## config.mk

```make
export PLATFORM = sky130hd
export DESIGN_NAME = tick_timer_unit
export DESIGN_NICKNAME = d
export VERILOG_FILES = /design/src/rtl/tmr_pkg.sv /design/src/rtl/tmr_reload.sv /design/src/rtl/tmr_freerun.sv /design/src/rtl/tick_timer_unit.sv
export SDC_FILE = /design/constraint.sdc
export NUM_CORES = 1
export LEC_CHECK = 0
export BUFFER_PORTS_ARGS = -buffer_cell sky130_fd_sc_hd__buf_2
export CORE_MARGIN = 2
export CORE_UTILIZATION = 40
export CTS_CLUSTER_DIAMETER = 200
export DETAILED_ROUTE_END_ITERATION = 10
export PLACE_DENSITY = 0.67
export REMOVE_ABC_BUFFERS = 1
export SYNTH_ARGS = -nofsm -noshare
export SYNTH_HDL_FRONTEND = slang
export SYNTH_HIERARCHICAL = 1
export SYNTH_SLANG_ARGS = --single-unit
```

## constraint.sdc

```tcl
create_clock -name clk -period 5.26 [get_ports clk]
set_input_delay 0.526 -clock clk [delete_from_list [all_inputs] [get_ports clk]]
set_output_delay 0.526 -clock clk [all_outputs]
set_load 0.02 [all_outputs]
```

## src/rtl/tmr_pkg.sv

```systemverilog
package tmr_pkg;
   localparam int REGS_PER_TMR  = 4;
   localparam int CTRL_EN_BIT   = 7;
   localparam int CTRL_PER_BIT  = 6;
   localparam int CTRL_SLOW_BIT = 3;
   localparam int FREE_EN_BIT   = 8;

   localparam logic [1:0] SUB_LOAD  = 2'd0;
   localparam logic [1:0] SUB_VALUE = 2'd1;
   localparam logic [1:0] SUB_CTRL  = 2'd2;
   localparam logic [1:0] SUB_CLEAR = 2'd3;

   typedef struct packed {
      logic en;
      logic periodic;
      logic slow;
   } tmr_ctrl_t;
endpackage

```

## src/rtl/tmr_reload.sv

```systemverilog
module tmr_reload
   import tmr_pkg::*;
#(
   parameter int CNT_W = 16,
   parameter int BUS_W = 32
) (
   input  logic             clk,
   input  logic             rst_n,
   input  logic             tick_slow,
   input  logic             tick_fast,
   input  logic             wr_en,
   input  logic [1:0]       sub_addr,
   input  logic [BUS_W-1:0] wdata,
   output logic [BUS_W-1:0] rdata,
   output logic             irq
);
   localparam logic [CNT_W-1:0] ALL_ONES = '1;
   localparam logic [CNT_W-1:0] ONE      = CNT_W'(1);

   generate
      if (CNT_W < 1 || CNT_W > BUS_W) begin : g_bad_width
         $error("tmr_reload: CNT_W must lie in 1..BUS_W");
      end
      if (BUS_W <= CTRL_EN_BIT) begin : g_bad_bus
         $error("tmr_reload: BUS_W too narrow for control bits");
      end
   endgenerate

   logic [CNT_W-1:0] load_q, cnt_q, cnt_d;
   tmr_ctrl_t        ctrl_q;
   logic             pend_q;
   logic             tick, step, at_zero;
   logic             load_wr, ctrl_wr, clr_wr;

   assign tick    = ctrl_q.slow ? tick_slow : tick_fast;
   assign step    = ctrl_q.en && tick;
   assign at_zero = (cnt_q == '0);
   assign load_wr = wr_en && (sub_addr == SUB_LOAD);
   assign ctrl_wr = wr_en && (sub_addr == SUB_CTRL);
   assign clr_wr  = wr_en && (sub_addr == SUB_CLEAR);

   always_comb begin
      cnt_d = cnt_q;
      if (step) begin
         if (at_zero) cnt_d = ctrl_q.periodic ? load_q : ALL_ONES;
         else         cnt_d = cnt_q - ONE;
      end else if (load_wr && !ctrl_q.en) begin
         cnt_d = wdata[CNT_W-1:0];
      end
   end

   always_ff @(posedge clk or negedge rst_n) begin
      if (!rst_n) begin
         load_q <= '0;
         cnt_q  <= '0;
         ctrl_q <= '0;
         pend_q <= 1'b0;
      end else begin
         cnt_q <= cnt_d;
         if (load_wr) load_q <= wdata[CNT_W-1:0];
         if (ctrl_wr) begin
            ctrl_q.en       <= wdata[CTRL_EN_BIT];
            ctrl_q.periodic <= wdata[CTRL_PER_BIT];
            ctrl_q.slow     <= wdata[CTRL_SLOW_BIT];
         end
         if (step && at_zero) pend_q <= 1'b1;
         else if (clr_wr)     pend_q <= 1'b0;
      end
   end

   assign irq = pend_q;

   always_comb begin
      rdata = '0;
      case (sub_addr)
         SUB_LOAD:  rdata[CNT_W-1:0] = load_q;
         SUB_VALUE: rdata[CNT_W-1:0] = cnt_q;
         SUB_CTRL: begin
            rdata[CTRL_EN_BIT]   = ctrl_q.en;
            rdata[CTRL_PER_BIT]  = ctrl_q.periodic;
            rdata[CTRL_SLOW_BIT] = ctrl_q.slow;
         end
         default: rdata = '0;
      endcase
   end


   periodic_reload_chk: assert property (@(posedge clk) disable iff (!rst_n)
      (ctrl_q.en && ctrl_q.periodic && tick && cnt_q == '0) |=> (cnt_q == $past(load_q)));

   free_wrap_chk: assert property (@(posedge clk) disable iff (!rst_n)
      (ctrl_q.en && !ctrl_q.periodic && tick && cnt_q == '0) |=> (cnt_q == ALL_ONES));

   pend_set_chk: assert property (@(posedge clk) disable iff (!rst_n)
      (ctrl_q.en && tick && cnt_q == '0) |=> irq);

   pend_clear_chk: assert property (@(posedge clk) disable iff (!rst_n)
      (wr_en && sub_addr == SUB_CLEAR && !(ctrl_q.en && tick && cnt_q == '0)) |=> !irq);

   count_hold_chk: assert property (@(posedge clk) disable iff (!rst_n)
      (!(ctrl_q.en && tick) && !(wr_en && sub_addr == SUB_LOAD && !ctrl_q.en)) |=> $stable(cnt_q));
endmodule

```

## src/rtl/tmr_freerun.sv

```systemverilog
module tmr_freerun
   import tmr_pkg::*;
#(
   parameter int CNT_W = 40,
   parameter int BUS_W = 32
) (
   input  logic             clk,
   input  logic             rst_n,
   input  logic             tick,
   input  logic             wr_hi,
   input  logic [BUS_W-1:0] wdata,
   output logic [BUS_W-1:0] rd_lo,
   output logic [BUS_W-1:0] rd_hi
);
   localparam int HI_W = CNT_W - BUS_W;
   localparam logic [CNT_W-1:0] ONE = CNT_W'(1);

   generate
      if (HI_W < 1 || HI_W > FREE_EN_BIT) begin : g_bad_width
         $error("tmr_freerun: upper part must fit below the enable bit");
      end
   endgenerate

   logic [CNT_W-1:0] cnt_q;
   logic             en_q;

   always_ff @(posedge clk or negedge rst_n) begin
      if (!rst_n) begin
         cnt_q <= '0;
         en_q  <= 1'b0;
      end else begin
         if (en_q && tick) cnt_q <= cnt_q + ONE;
         if (wr_hi)        en_q  <= wdata[FREE_EN_BIT];
      end
   end

   assign rd_lo = cnt_q[BUS_W-1:0];

   always_comb begin
      rd_hi              = '0;
      rd_hi[HI_W-1:0]    = cnt_q[CNT_W-1:BUS_W];
      rd_hi[FREE_EN_BIT] = en_q;
   end


   free_step_chk: assert property (@(posedge clk) disable iff (!rst_n)
      (en_q && tick) |=> (cnt_q == $past(cnt_q) + ONE));

   free_hold_chk: assert property (@(posedge clk) disable iff (!rst_n)
      !(en_q && tick) |=> $stable(cnt_q));
endmodule

```

## src/rtl/tick_timer_unit.sv

```systemverilog
module tick_timer_unit
   import tmr_pkg::*;
#(
   parameter int NUM_NARROW = 2,
   parameter int NUM_WIDE   = 1,
   parameter int NARROW_W   = 16,
   parameter int WIDE_W     = 32,
   parameter int FREE_W     = 40,
   parameter int BUS_W      = 32,
   parameter int ADDR_W     = 4
) (
   input  logic                           clk,
   input  logic                           rst_n,
   input  logic                           tick_slow,
   input  logic                           tick_fast,
   input  logic                           bus_wr,
   input  logic [ADDR_W-1:0]              bus_addr,
   input  logic [BUS_W-1:0]               bus_wdata,
   output logic [BUS_W-1:0]               bus_rdata,
   output logic [NUM_NARROW+NUM_WIDE-1:0] tmr_irq
);
   localparam int NUM_RELOAD = NUM_NARROW + NUM_WIDE;
   localparam int FREE_BASE  = NUM_RELOAD * REGS_PER_TMR;
   localparam logic [ADDR_W-1:0] FREE_LO = ADDR_W'(FREE_BASE);
   localparam logic [ADDR_W-1:0] FREE_HI = ADDR_W'(FREE_BASE + 1);

   generate
      if ((1 << ADDR_W) < FREE_BASE + 2) begin : g_bad_addr
         $error("tick_timer_unit: ADDR_W too small for register map");
      end
      if (NUM_RELOAD < 1) begin : g_bad_count
         $error("tick_timer_unit: need at least one reload timer");
      end
   endgenerate

   logic [BUS_W-1:0] rd_vec [NUM_RELOAD];
   logic [BUS_W-1:0] free_lo, free_hi;

   for (genvar gi = 0; gi < NUM_RELOAD; gi++) begin : g_tmr
      localparam int W = (gi < NUM_NARROW) ? NARROW_W : WIDE_W;
      logic sel;
      assign sel = (bus_addr[ADDR_W-1:2] == (ADDR_W-2)'(gi));
      tmr_reload #(.CNT_W(W), .BUS_W(BUS_W)) u_tmr (
         .clk       (clk),
         .rst_n     (rst_n),
         .tick_slow (tick_slow),
         .tick_fast (tick_fast),
         .wr_en     (bus_wr && sel),
         .sub_addr  (bus_addr[1:0]),
         .wdata     (bus_wdata),
         .rdata     (rd_vec[gi]),
         .irq       (tmr_irq[gi])
      );
   end

   tmr_freerun #(.CNT_W(FREE_W), .BUS_W(BUS_W)) u_free (
      .clk   (clk),
      .rst_n (rst_n),
      .tick  (tick_fast),
      .wr_hi (bus_wr && bus_addr == FREE_HI),
      .wdata (bus_wdata),
      .rd_lo (free_lo),
      .rd_hi (free_hi)
   );

   always_comb begin
      bus_rdata = '0;
      for (int i = 0; i < NUM_RELOAD; i++) begin
         if (bus_addr[ADDR_W-1:2] == (ADDR_W-2)'(i)) bus_rdata = rd_vec[i];
      end
      if (bus_addr == FREE_LO) bus_rdata = free_lo;
      if (bus_addr == FREE_HI) bus_rdata = free_hi;
   end
endmodule

```

==> metrics.txt <==
diode count 0; DR vias roughly 11,000; Startpoint Class primary input; post-synth top area share 34.3%; dpl hpwl between 20,000 and 30,000 µm; total power around 5500 µW; Buf/Inv on CP 3; CTS Root Cell clkbuf_16; Yosys Warn Count 6; syn avg cell area between 9 and 10 µm²; H-Tree Level Count 4; # Post-CTS Setup Buffers 0; Port-buffer cells 75; PD cells around 390 nW/µm²; most frequent cell after synthesis dfrtp_1; WP data arrival between 2 and 3 ns; CTS tree yes; first-pass GRT wire length 59,400 µm; die width roughly 190 µm; CP delay by family, top buffers and inverters; final slew viol count 0; Detailed Routing Iterations Pass 1 6; Slew @ Worst Pin 1.16 ns; hold_buf cts 0; Cell Count, Final, Fillers Out 1,837; Clk pin slew, worst setup/hold paths approximately 0.07 ns; Final Hold Viols 0; Min-Delay Path Class primary input to async pin; endpoint type of the worst setup path primary output; Area Overhead vs Synth 6.68%; pin count of the biggest net entering global routing 85; largest area contributor in the netlist dfrtp_1; Clock Path Buffers 2; IO Count 76; status complete, no violations; Final Instance Area about 14,000 µm²; max_slew headroom between 20% and 30%; highest clock rate between 0.2 and 0.3 GHz; top post-synthesis cells by count 181 x dfrtp_1, 135 x mux2i_1, 101 x nor2_1; crit path cell chain buf_2 > buf_4 > nand3b_1 > o22ai_1 > a21o_1 > buf_2; Routability Congestion roughly 0.93; Post-synth EDFFs 0; number of synthesized register bits approximately 180; Leak 0.00613 µW; setup total negative slack 0 ns; Post-synth ARST share 100%; Core ar. around 33,000 µm²; Post-Syn Instances roughly 1,400; final WL approximately 38,000 µm; critical path class primary input to primary output; Final ANT Viol Nets 0; final layout net count around 1,400; Die ar. between 30,000 and 40,000 µm²; synthesized cell area between 10,000 and 15,000 µm²; peak supply drop about 0.23 mV; gr usage total between 20% and 30%; Tmin final about 3.4 ns; Final Util a little over two fifths; drt wl/cell between 20 and 25 µm; Top cell by count, worst path buf_2; Die H approximately 190 µm; Final Setup Violations 0; ratio of cells with drive above 1 in the final layout about a fifth; worst path required time approximately 4.7 ns; final period utilization 64.0%; Post-DP Area between 10,000 and 15,000 µm²; Worst path max stage delay slightly below 0.7 ns; CTS Buf Count 17; placed cell count around 1,800; number of global-route vias before repair between 10,000 and 15,000; # DRC 0; Seq/Total Area, Yosys between 30% and 40%; worst clock skew between 0.01 and 0.015 ns; Starting Density between 40% and 50%; Synth Flop Type dfrtp_1; clk_lat worst skew 0.44 ns; post-CTS sizing 0; CP max stage cell nand3b_1; CP max FO 25; total gr overflow 0; RSZ-0062 raised after global routing false; initial drt markers 1,198; antenna violations before repair 0; ranking of synthesized cells by area dfrtp_1 34%, mux2i_1 10%, mux2_2 6.8%, buf_4 3.5%, nor2_1 2.9%; number of max-cap violations 0; number of unique standard cell types used by synthesis 85; Rows 66; DR vias/cell between 5 and 6; clk sink count between 150 and 200
sequential cells by signal, indices dropped and copies added, names as in the netlist:
register            count
g_tmr.u_tmr/cnt_q      64
g_tmr.u_tmr/ctrl_q      9
g_tmr.u_tmr/irq         3
g_tmr.u_tmr/load_q     64
u_free/cnt_q           40
u_free/en_q             1
routing by layer:
layer	GRT usage [%]	wire length [µm]
met5	0	0
met4	8.88	1440
met3	3.80	2440
met2	34.4	17200
met1	31.1	17200
through the flow:
| step | hold WS (ns) | worst slack [ns] |
|---|---|---|
| finish | 0.0969 | 1.89 |
| global route | 0.166 | 1.80 |
| CTS | 0.148 | 1.96 |
| detailed placement | 0.472 | 1.89 |
| global placement | 0.470 | 1.98 |
| floorplan | 0.230 | -1.42 |
path summary, 6_finish.rpt:
check / from / slack, ns / to / cells past startpoint
max: bus_addr[3] / 1.89 / bus_rdata[12] / 6
min: rst_n / 0.1 / g_tmr[2].u_tmr/load_q[27] / 1
max reg2reg: g_tmr[2].u_tmr/cnt_q[0] / 2.01 / g_tmr[2].u_tmr/cnt_q[29] / 8
min reg2reg: g_tmr[2].u_tmr/irq / 0.49 / g_tmr[2].u_tmr/irq / 2
max in group asynchronous: rst_n / 3.92 / u_free/cnt_q[19] / 2
min in group clk: bus_wdata[19] / 0.31 / g_tmr[2].u_tmr/load_q[19] / 3
kinds of logic (layout without fill, tap and decap cells):
group | after synthesis | after routing | synth area share, %
XOR/XNOR | 71 | 71 | 4.71
other | 3 | 55 | 0.0854
multiplexers | 215 | 215 | 17.1
AND/OR/NAND/NOR | 446 | 446 | 20.1
flip-flops | 181 | 181 | 34.3
AO/OA/AOI/OAI | 271 | 271 | 14.9
adder cells (fa/ha/maj) | 7 | 7 | 0.664
buffers and inverters | 181 | 149 | 8.13
where the power goes:
group          switching (µW)  internal [µW]
combinational            1070            827
clock                     616            664
sequential                581           1750
worst reg2reg max path: stages, from the launching register on:
cell     delay (ns)
dfrtp_1        0.43
inv_1          0.13
ha_1           0.15
nor4b_1        0.51
and3_1         0.27
and4_1         0.95
nand2_1        0.32
o31ai_1        0.30
a21oi_1        0.07
placed cells by master (no fill, tap or decap), drive strengths merged, types with 15 or more instances in the layout:
| cell | Yosys | final |
|---|---|---|
| a211oi | 19 | 19 |
| a21o | 23 | 23 |
| a21oi | 25 | 25 |
| a221oi | 16 | 16 |
| and3 | 15 | 15 |
| buf | 114 | 91 |
| clkbuf | 42 | 18 |
| conb | 3 | 55 |
| dfrtp | 181 | 181 |
| inv | 25 | 30 |
| mux2 | 80 | 80 |
| mux2i | 135 | 135 |
| nand2 | 89 | 89 |
| nand3 | 30 | 30 |
| nand3b | 30 | 30 |
| nand4 | 30 | 30 |
| nor2 | 104 | 104 |
| nor2b | 23 | 23 |
| nor3 | 29 | 29 |
| nor4 | 23 | 23 |
| o211ai | 16 | 16 |
| o21ai | 67 | 67 |
| o22ai | 25 | 25 |
| xnor2 | 41 | 41 |
| xor2 | 30 | 30 |
final cells by class:
type	count	area, µm²
clock buffer	17	425
tap	442	553
sequential	181	4530
timing repair buffer	92	520
multi-input combinational	1065	7800
clock inverter	15	148
fill	3253	18500
inverter	25	93.8
(Power assumes the default switching activity.)
